File: src/rtl/lanefmt_pkg.sv
package lanefmt_pkg;

   // Extra serial slots the longest word adds beyond the data width
   localparam int EXT_MAX = 6;

   // Phase code selected at reset: 90 degrees
   localparam logic [2:0] PHASE_RESET = 3'd1;

   typedef struct packed {
      logic       lsb_first;
      logic [1:0] len;
      logic       test;
      logic [2:0] phase;
   } fmt_cfg_t;

endpackage

File: src/rtl/fmt_timer.sv
module fmt_timer #(
   parameter int DATA_W    = 8,
   parameter int BIT_TICKS = 6,
   parameter int MAX_W     = DATA_W + lanefmt_pkg::EXT_MAX,
   parameter int BIDX_W    = $clog2(MAX_W),
   parameter int SUB_W     = $clog2(BIT_TICKS)
) (
   input  logic              clk,
   input  logic              rst_n,
   input  logic [1:0]        len,
   output logic [SUB_W-1:0]  sub,
   output logic [BIDX_W-1:0] bidx,
   output logic              frame_last,
   output logic              frame_clk
);

   localparam logic [SUB_W-1:0]  SUB_LAST  = SUB_W'(BIT_TICKS - 1);
   localparam logic [BIDX_W-1:0] BASE_LAST = BIDX_W'(DATA_W - 1);
   localparam logic [BIDX_W-1:0] BASE_HALF = BIDX_W'(DATA_W / 2);

   logic [SUB_W-1:0]  sub_q;
   logic [BIDX_W-1:0] bidx_q;
   logic [BIDX_W-1:0] last_bit;
   logic [BIDX_W-1:0] half_w;

   assign last_bit   = BASE_LAST + BIDX_W'({len, 1'b0});
   assign half_w     = BASE_HALF + BIDX_W'(len);
   assign frame_last = (sub_q == SUB_LAST) && (bidx_q == last_bit);

   always_ff @(posedge clk or negedge rst_n) begin
      if (!rst_n) begin
         sub_q  <= SUB_LAST;
         bidx_q <= BASE_LAST;
      end else if (sub_q == SUB_LAST) begin
         sub_q  <= '0;
         bidx_q <= frame_last ? '0 : bidx_q + 1'b1;
      end else begin
         sub_q  <= sub_q + 1'b1;
      end
   end

   assign sub       = sub_q;
   assign bidx      = bidx_q;
   assign frame_clk = (bidx_q < half_w);

endmodule

File: src/rtl/bitclk_gen.sv
module bitclk_gen #(
   parameter int BIT_TICKS = 6,
   parameter int SUB_W     = $clog2(BIT_TICKS)
) (
   input  logic [SUB_W-1:0] sub,
   input  logic             odd_bit,
   input  logic [2:0]       phase,
   output logic             bit_clk
);

   localparam int PER   = 2 * BIT_TICKS;
   localparam int HALF  = BIT_TICKS / 6;
   localparam int STEP  = BIT_TICKS / 3;
   localparam int POS_W = $clog2(2 * PER);

   logic [2:0]       code;
   logic [POS_W-1:0] pos;
   logic [POS_W-1:0] off;
   logic [POS_W-1:0] rel;

   always_comb begin
      code = (phase >= 3'd6) ? phase - 3'd6 : phase;
      pos  = POS_W'(sub) + (odd_bit ? POS_W'(BIT_TICKS) : '0);
      off  = POS_W'(HALF) + POS_W'(code) * POS_W'(STEP);
      rel  = (pos >= off) ? pos - off : pos + POS_W'(PER) - off;
   end

   assign bit_clk = (rel < POS_W'(BIT_TICKS));

endmodule

File: src/rtl/sample_delay.sv
module sample_delay #(
   parameter int WIDTH = 32,
   parameter int DEPTH = 9
) (
   input  logic             clk,
   input  logic             rst_n,
   input  logic             advance,
   input  logic [WIDTH-1:0] din,
   output logic [WIDTH-1:0] dout
);

   for (genvar g = 0; g < DEPTH; g++) begin : g_stage
      logic [WIDTH-1:0] q;
      if (g == 0) begin : g_head
         always_ff @(posedge clk or negedge rst_n) begin
            if (!rst_n)       q <= '0;
            else if (advance) q <= din;
         end
      end else begin : g_body
         always_ff @(posedge clk or negedge rst_n) begin
            if (!rst_n)       q <= '0;
            else if (advance) q <= g_stage[g-1].q;
         end
      end
   end

   assign dout = g_stage[DEPTH-1].q;

endmodule

File: src/rtl/lane_shifter.sv
module lane_shifter #(
   parameter int DATA_W = 8,
   parameter int MAX_W  = DATA_W + lanefmt_pkg::EXT_MAX,
   parameter int BIDX_W = $clog2(MAX_W)
) (
   input  logic              clk,
   input  logic              rst_n,
   input  logic              load,
   input  logic [DATA_W-1:0] data,
   input  logic              lsb_first,
   input  logic [1:0]        len,
   input  logic              test,
   input  logic [BIDX_W-1:0] bidx,
   output logic              lane
);

   localparam int EXT = MAX_W - DATA_W;

   logic [DATA_W-1:0] rev;
   logic [MAX_W-1:0]  msb_seq;
   logic [MAX_W-1:0]  lsb_seq;
   logic [MAX_W-1:0]  pat_seq;
   logic [MAX_W-1:0]  seq_d;
   logic [MAX_W-1:0]  seq_q;

   always_comb begin
      for (int i = 0; i < DATA_W; i++) rev[i] = data[DATA_W-1-i];
   end

   // Sequences are stored left-aligned in send order: slot b sits at MAX_W-1-b
   assign msb_seq = {data, {EXT{1'b0}}};
   assign lsb_seq = {rev, {EXT{1'b0}}} >> {len, 1'b0};
   assign pat_seq = {1'b1, {(MAX_W-1){1'b0}}};

   always_comb begin
      if (test)           seq_d = pat_seq;
      else if (lsb_first) seq_d = lsb_seq;
      else                seq_d = msb_seq;
   end

   always_ff @(posedge clk or negedge rst_n) begin
      if (!rst_n)    seq_q <= '0;
      else if (load) seq_q <= seq_d;
   end

   assign lane = seq_q[BIDX_W'(MAX_W-1) - bidx];

endmodule

File: src/rtl/lane_framer.sv
module lane_framer #(
   parameter int NCH       = 4,
   parameter int DATA_W    = 8,
   parameter int BIT_TICKS = 6,
   parameter int LATENCY   = 9
) (
   input  logic                  clk_fast,
   input  logic                  rst_n,
   input  logic [NCH*DATA_W-1:0] ch_data,
   input  logic                  cfg_lsb_first,
   input  logic [1:0]            cfg_len,
   input  logic                  cfg_test,
   input  logic [2:0]            cfg_phase,
   output logic                  sample_tick,
   output logic [NCH-1:0]        lane,
   output logic                  bit_clk,
   output logic                  frame_clk
);

   import lanefmt_pkg::*;

   localparam int MAX_W  = DATA_W + EXT_MAX;
   localparam int BIDX_W = $clog2(MAX_W);
   localparam int SUB_W  = $clog2(BIT_TICKS);
   localparam int WORD_W = NCH * DATA_W;

   if (BIT_TICKS % 6 != 0 || BIT_TICKS < 6) begin : g_bad_ticks
      $error("BIT_TICKS must be a positive multiple of 6");
   end
   if (DATA_W % 2 != 0 || DATA_W < 2) begin : g_bad_width
      $error("DATA_W must be even and at least 2");
   end
   if (NCH < 1 || LATENCY < 1) begin : g_bad_count
      $error("NCH and LATENCY must be at least 1");
   end

   fmt_cfg_t          cfg_q;
   fmt_cfg_t          cfg_in;
   logic [SUB_W-1:0]  sub;
   logic [BIDX_W-1:0] bidx;
   logic              frame_last;
   logic [WORD_W-1:0] delayed;

   assign cfg_in = '{lsb_first: cfg_lsb_first, len: cfg_len,
                     test: cfg_test, phase: cfg_phase};

   always_ff @(posedge clk_fast or negedge rst_n) begin
      if (!rst_n)          cfg_q <= '{lsb_first: 1'b0, len: 2'd0, test: 1'b0, phase: PHASE_RESET};
      else if (frame_last) cfg_q <= cfg_in;
   end

   fmt_timer #(
      .DATA_W(DATA_W), .BIT_TICKS(BIT_TICKS),
      .MAX_W(MAX_W), .BIDX_W(BIDX_W), .SUB_W(SUB_W)
   ) u_timer (
      .clk(clk_fast), .rst_n(rst_n), .len(cfg_q.len),
      .sub(sub), .bidx(bidx), .frame_last(frame_last), .frame_clk(frame_clk)
   );

   bitclk_gen #(.BIT_TICKS(BIT_TICKS), .SUB_W(SUB_W)) u_bitclk (
      .sub(sub), .odd_bit(bidx[0]), .phase(cfg_q.phase), .bit_clk(bit_clk)
   );

   sample_delay #(.WIDTH(WORD_W), .DEPTH(LATENCY)) u_delay (
      .clk(clk_fast), .rst_n(rst_n), .advance(frame_last),
      .din(ch_data), .dout(delayed)
   );

   for (genvar c = 0; c < NCH; c++) begin : g_lane
      lane_shifter #(.DATA_W(DATA_W), .MAX_W(MAX_W), .BIDX_W(BIDX_W)) u_shift (
         .clk(clk_fast), .rst_n(rst_n), .load(frame_last),
         .data(delayed[c*DATA_W +: DATA_W]),
         .lsb_first(cfg_lsb_first), .len(cfg_len), .test(cfg_test),
         .bidx(bidx), .lane(lane[c])
      );
   end

   assign sample_tick = frame_last;

endmodule

File: config.mk
export PLATFORM = sky130hd
export DESIGN_NAME = lane_framer
export DESIGN_NICKNAME = d
export VERILOG_FILES = /design/src/rtl/lanefmt_pkg.sv /design/src/rtl/fmt_timer.sv /design/src/rtl/bitclk_gen.sv /design/src/rtl/sample_delay.sv /design/src/rtl/lane_shifter.sv /design/src/rtl/lane_framer.sv
export SDC_FILE = /design/constraint.sdc
export NUM_CORES = 1
export LEC_CHECK = 0
export BUFFER_PORTS_ARGS = -buffer_cell sky130_fd_sc_hd__buf_2
export CAP_MARGIN = 10
export CORE_UTILIZATION = 45
export DETAILED_ROUTE_END_ITERATION = 6
export PLACE_DENSITY = 0.7
export SYNTH_ARGS = -nofsm -noshare
export SYNTH_HDL_FRONTEND = slang
export SYNTH_HIERARCHICAL = 1
export SYNTH_SLANG_ARGS = --single-unit
File: constraint.sdc
create_clock -name clk_fast -period 6.2 [get_ports clk_fast]
set_input_delay 0.31 -clock clk_fast [delete_from_list [all_inputs] [get_ports clk_fast]]
set_output_delay 0.31 -clock clk_fast [all_outputs]
set_load 0.005 [all_outputs]
==> metrics.txt <==
# clock sinks 356; Remaining DRCs 0; 1st-iter DRT viols 388; Final Net Count 1200; Synth area leaders dfrtp_1 54%, mux2_4 19%, mux2_2 7.1%; Power Dens Cells 256.5 nW/um^2; Die X-Extent 191.8 um; total iterations of the first detailed-routing run 5; Syn. warnings 6; GPL Wtd Cong 0.8400; register share of total power 0.512; CTS tree yes; Hold Fails Final Rpt 0; number of synthesized flops with an enable pin 0; Setup Crit Path Kind reg -> out; WL/cell 15.51 um; DP Cell Count 1560; antenna-violating nets left 0; maximum root-to-sink buffer count 3; Post-DP HPWL 15750 um; clock latency on the worst-skew pair 0.51 ns; FILL cells 2892; Async SR Flop Fraction 1.000; Net Sw Power 0.9547 mW; via/cell ratio 5.213; crit-path cells ha_1 > fa_1 > ha_1 > inv_1 > fa_1 > xor2_1 > nor3_1 > nor4_1 > a221oi_1 > buf_2; Leakage 8.505 nW; Req. time, crit path 5.89 ns; Non-Filler Instances 1627; Gate power share 0.033; Placeable Area 35480 um^2; Crit path arrival time 4.09 ns; total CTS buffers 37; Yosys top cell area share 0.5403; Synth Register Bits 356; leading area contributor after synthesis dfrtp_1; Slew @ Worst Pin 1.182 ns; Post-synth top cells 350 x dfrtp_1, 201 x mux2_4, 102 x mux2_2; Final setup viols 0; Root Driver clkbuf_16; period utilization 0.7103; Fmax 227.1 MHz; largest net degree at the start of global routing 141; first-pass GRT wire length 43530 um; Slew Limit Headroom 0.2117; maximum vdd drop 196.3 uV; RSZ-0062 raised after global routing false; Area Growth Syn to Fin 10.36%; row cnt 69; Total GRT Usage 0.1426; Worst Skew 0.01290 ns; final setup TNS 0 ns; Die Y-Extent 191.8 um; Crit path largest cell delay 0.95 ns; Critical-path top delay cell dfstp_2; Synth Area per Inst 14.72 um^2; vias in the first global route 8487; H-tree depth 2; I/O Pins 48; Syn Nets 1162; max cap viols 0; ys flop type dfrtp_1; Initial Util 0.4569; sequential share of the synthesized area 0.5500; Mapped Cells 1101; outcome complete, no violations; total global routing overflow 0; minimum clock period 4.404 ns; die area 36790 um^2; crit path max fanout 22; P_int 3.634 mW; layout cells sized above 1 0.3722; WL final 25240 um; Synth cell types 44; critical path launch point type flip-flop; Hold Crit Class in -> reg; Antenna diodes 0; most frequent cell after synthesis dfrtp_1; initial antenna violation count 0; clk slew on worst S/H paths 0.06 ns; CP Capture Type output port; switching share of power 0.2080; number of port buffers 47; mapped cell area 16210 um^2; Vias 8481; Final Max Slew Viols 0; Clock power frac 0.455
power groups by stage:
stage	combinational (mW)	clock, mW	sequential (mW)
finish	0.149	2.09	2.35
global route	0.169	2.25	2.35
CTS	0.154	2.15	2.35
detailed placement	0.153	0	2.39
global placement	0.147	0	2.39
floorplan	0.0745	0	2.39
cell usage in the layout, fill, tap and decap left out, types with 4 or more instances in the layout:
cell type / netlist / final
dfrtp_1: 350 / 350
mux2_4: 201 / 201
mux2_2: 102 / 102
inv_1: 74 / 74
buf_2: 23 / 46
o22ai_1: 44 / 44
nor2_1: 39 / 39
clkbuf_16: 0 / 37
mux2i_1: 35 / 35
a21oi_1: 27 / 27
ha_1: 16 / 16
nand3_1: 13 / 13
nand2_1: 12 / 12
nand2b_1: 11 / 11
clkinv_2: 0 / 9
o21ai_0: 9 / 9
a311oi_1: 9 / 9
clkbuf_1: 8 / 8
clkbuf_8: 0 / 8
mux4_1: 8 / 8
nor2b_1: 8 / 8
a31oi_1: 8 / 8
o32ai_1: 8 / 8
a22oi_1: 8 / 8
nor3_1: 7 / 7
a21o_1: 7 / 7
dfstp_2: 6 / 6
xor2_1: 6 / 6
mux4_2: 4 / 4
a211oi_2: 4 / 4
and3_1: 4 / 4
buf_4: 0 / 4
buf_12: 0 / 4
fa_1: 4 / 4
xnor2_1: 4 / 4
metrics by stage:
| stage | setup slack [ns] | area (um^2) | util | hold WS (ns) | power [mW] |
|---|---|---|---|---|---|
| after floorplan | 2.783 | 16210 | - | 0.01441 | 2.463 |
| after global placement | 2.438 | 16710 | 0.4710 | 0.3847 | 2.538 |
| after detailed placement | 2.336 | 16710 | 0.4710 | 0.3909 | 2.545 |
| after CTS | 1.788 | 17890 | 0.5042 | 0.005010 | 4.657 |
| after global routing | 1.546 | 17890 | 0.5042 | 0.007274 | 4.772 |
| final | 1.796 | 17890 | 0.5042 | 0.02620 | 4.589 |
routing by layer:
metal,up-vias,global-route usage,share of wire
met5,-,0,0
met4,0,0.04090,0.016
met3,29,0.02211,0.038
met2,172,0.2101,0.44
met1,4251,0.2163,0.50
li1,4029,-,-
path summary, 6_finish.rpt:
path,startpoint,endpoint,slack (ns),cells past startpoint
min in group asynchronous,rst_n,u_delay/dout[20],0.41,2
worst max register to register,u_timer/bidx[0],g_lane[1].u_shift/seq_q[9],2.71,5
max in group asynchronous,rst_n,g_lane[0].u_shift/seq_q[3],4.60,3
worst min register to register,u_delay/g_stage[5].q[14],u_delay/g_stage[6].q[14],0.49,1
worst min-delay path,ch_data[9],u_delay/g_stage[0].q[9],0.03,2
worst max-delay path,u_timer/bidx[0],bit_clk,1.80,10
flip-flops by register name (all words and copies together), names as in the netlist:
register,count
u_delay/g_stage.q,256
u_timer/sub,3
g_lane.u_shift/seq_q,56
u_delay/dout,32
u_timer/bidx,4
cfg_q,5
what timing repair did:
item,CTS,global route
hold endpoints to repair,92,0
gates resized for setup,0,0
setup buffers,0,0
hold buffers,1,0
cell families after synthesis:
logic type | share of synthesized area
adders and majority gates | 0.01729
muxes | 0.2972
xor gates and xnor gates | 0.005403
AOI/OAI and AO/OA | 0.05442
buffers and inverters | 0.04415
and+or+nand+nor | 0.03157
DFF | 0.5500
layout make-up:
cell class	instances	area, um^2	share of cell area
multi-input combinational	614	6588	0.3682
sequential	356	8916	0.4984
clock inverter	13	100.1	0.005595
tap	461	576.8	0.03224
clock buffer	53	1066	0.05959
inverter	74	277.8	0.01553
timing repair buffer	56	365.4	0.02042
worst max-delay path, delay by kind of cell, from the launching register on:
kind	cells	cell delay (ns)
AOI/OAI and AO/OA	1	0.08
xor gates and xnor gates	1	0.22
adders and majority gates	4	1.62
buffers and inverters	2	0.28
DFF	1	0.95
and+or+nand+nor	2	0.44
(Power assumes the default switching activity.)
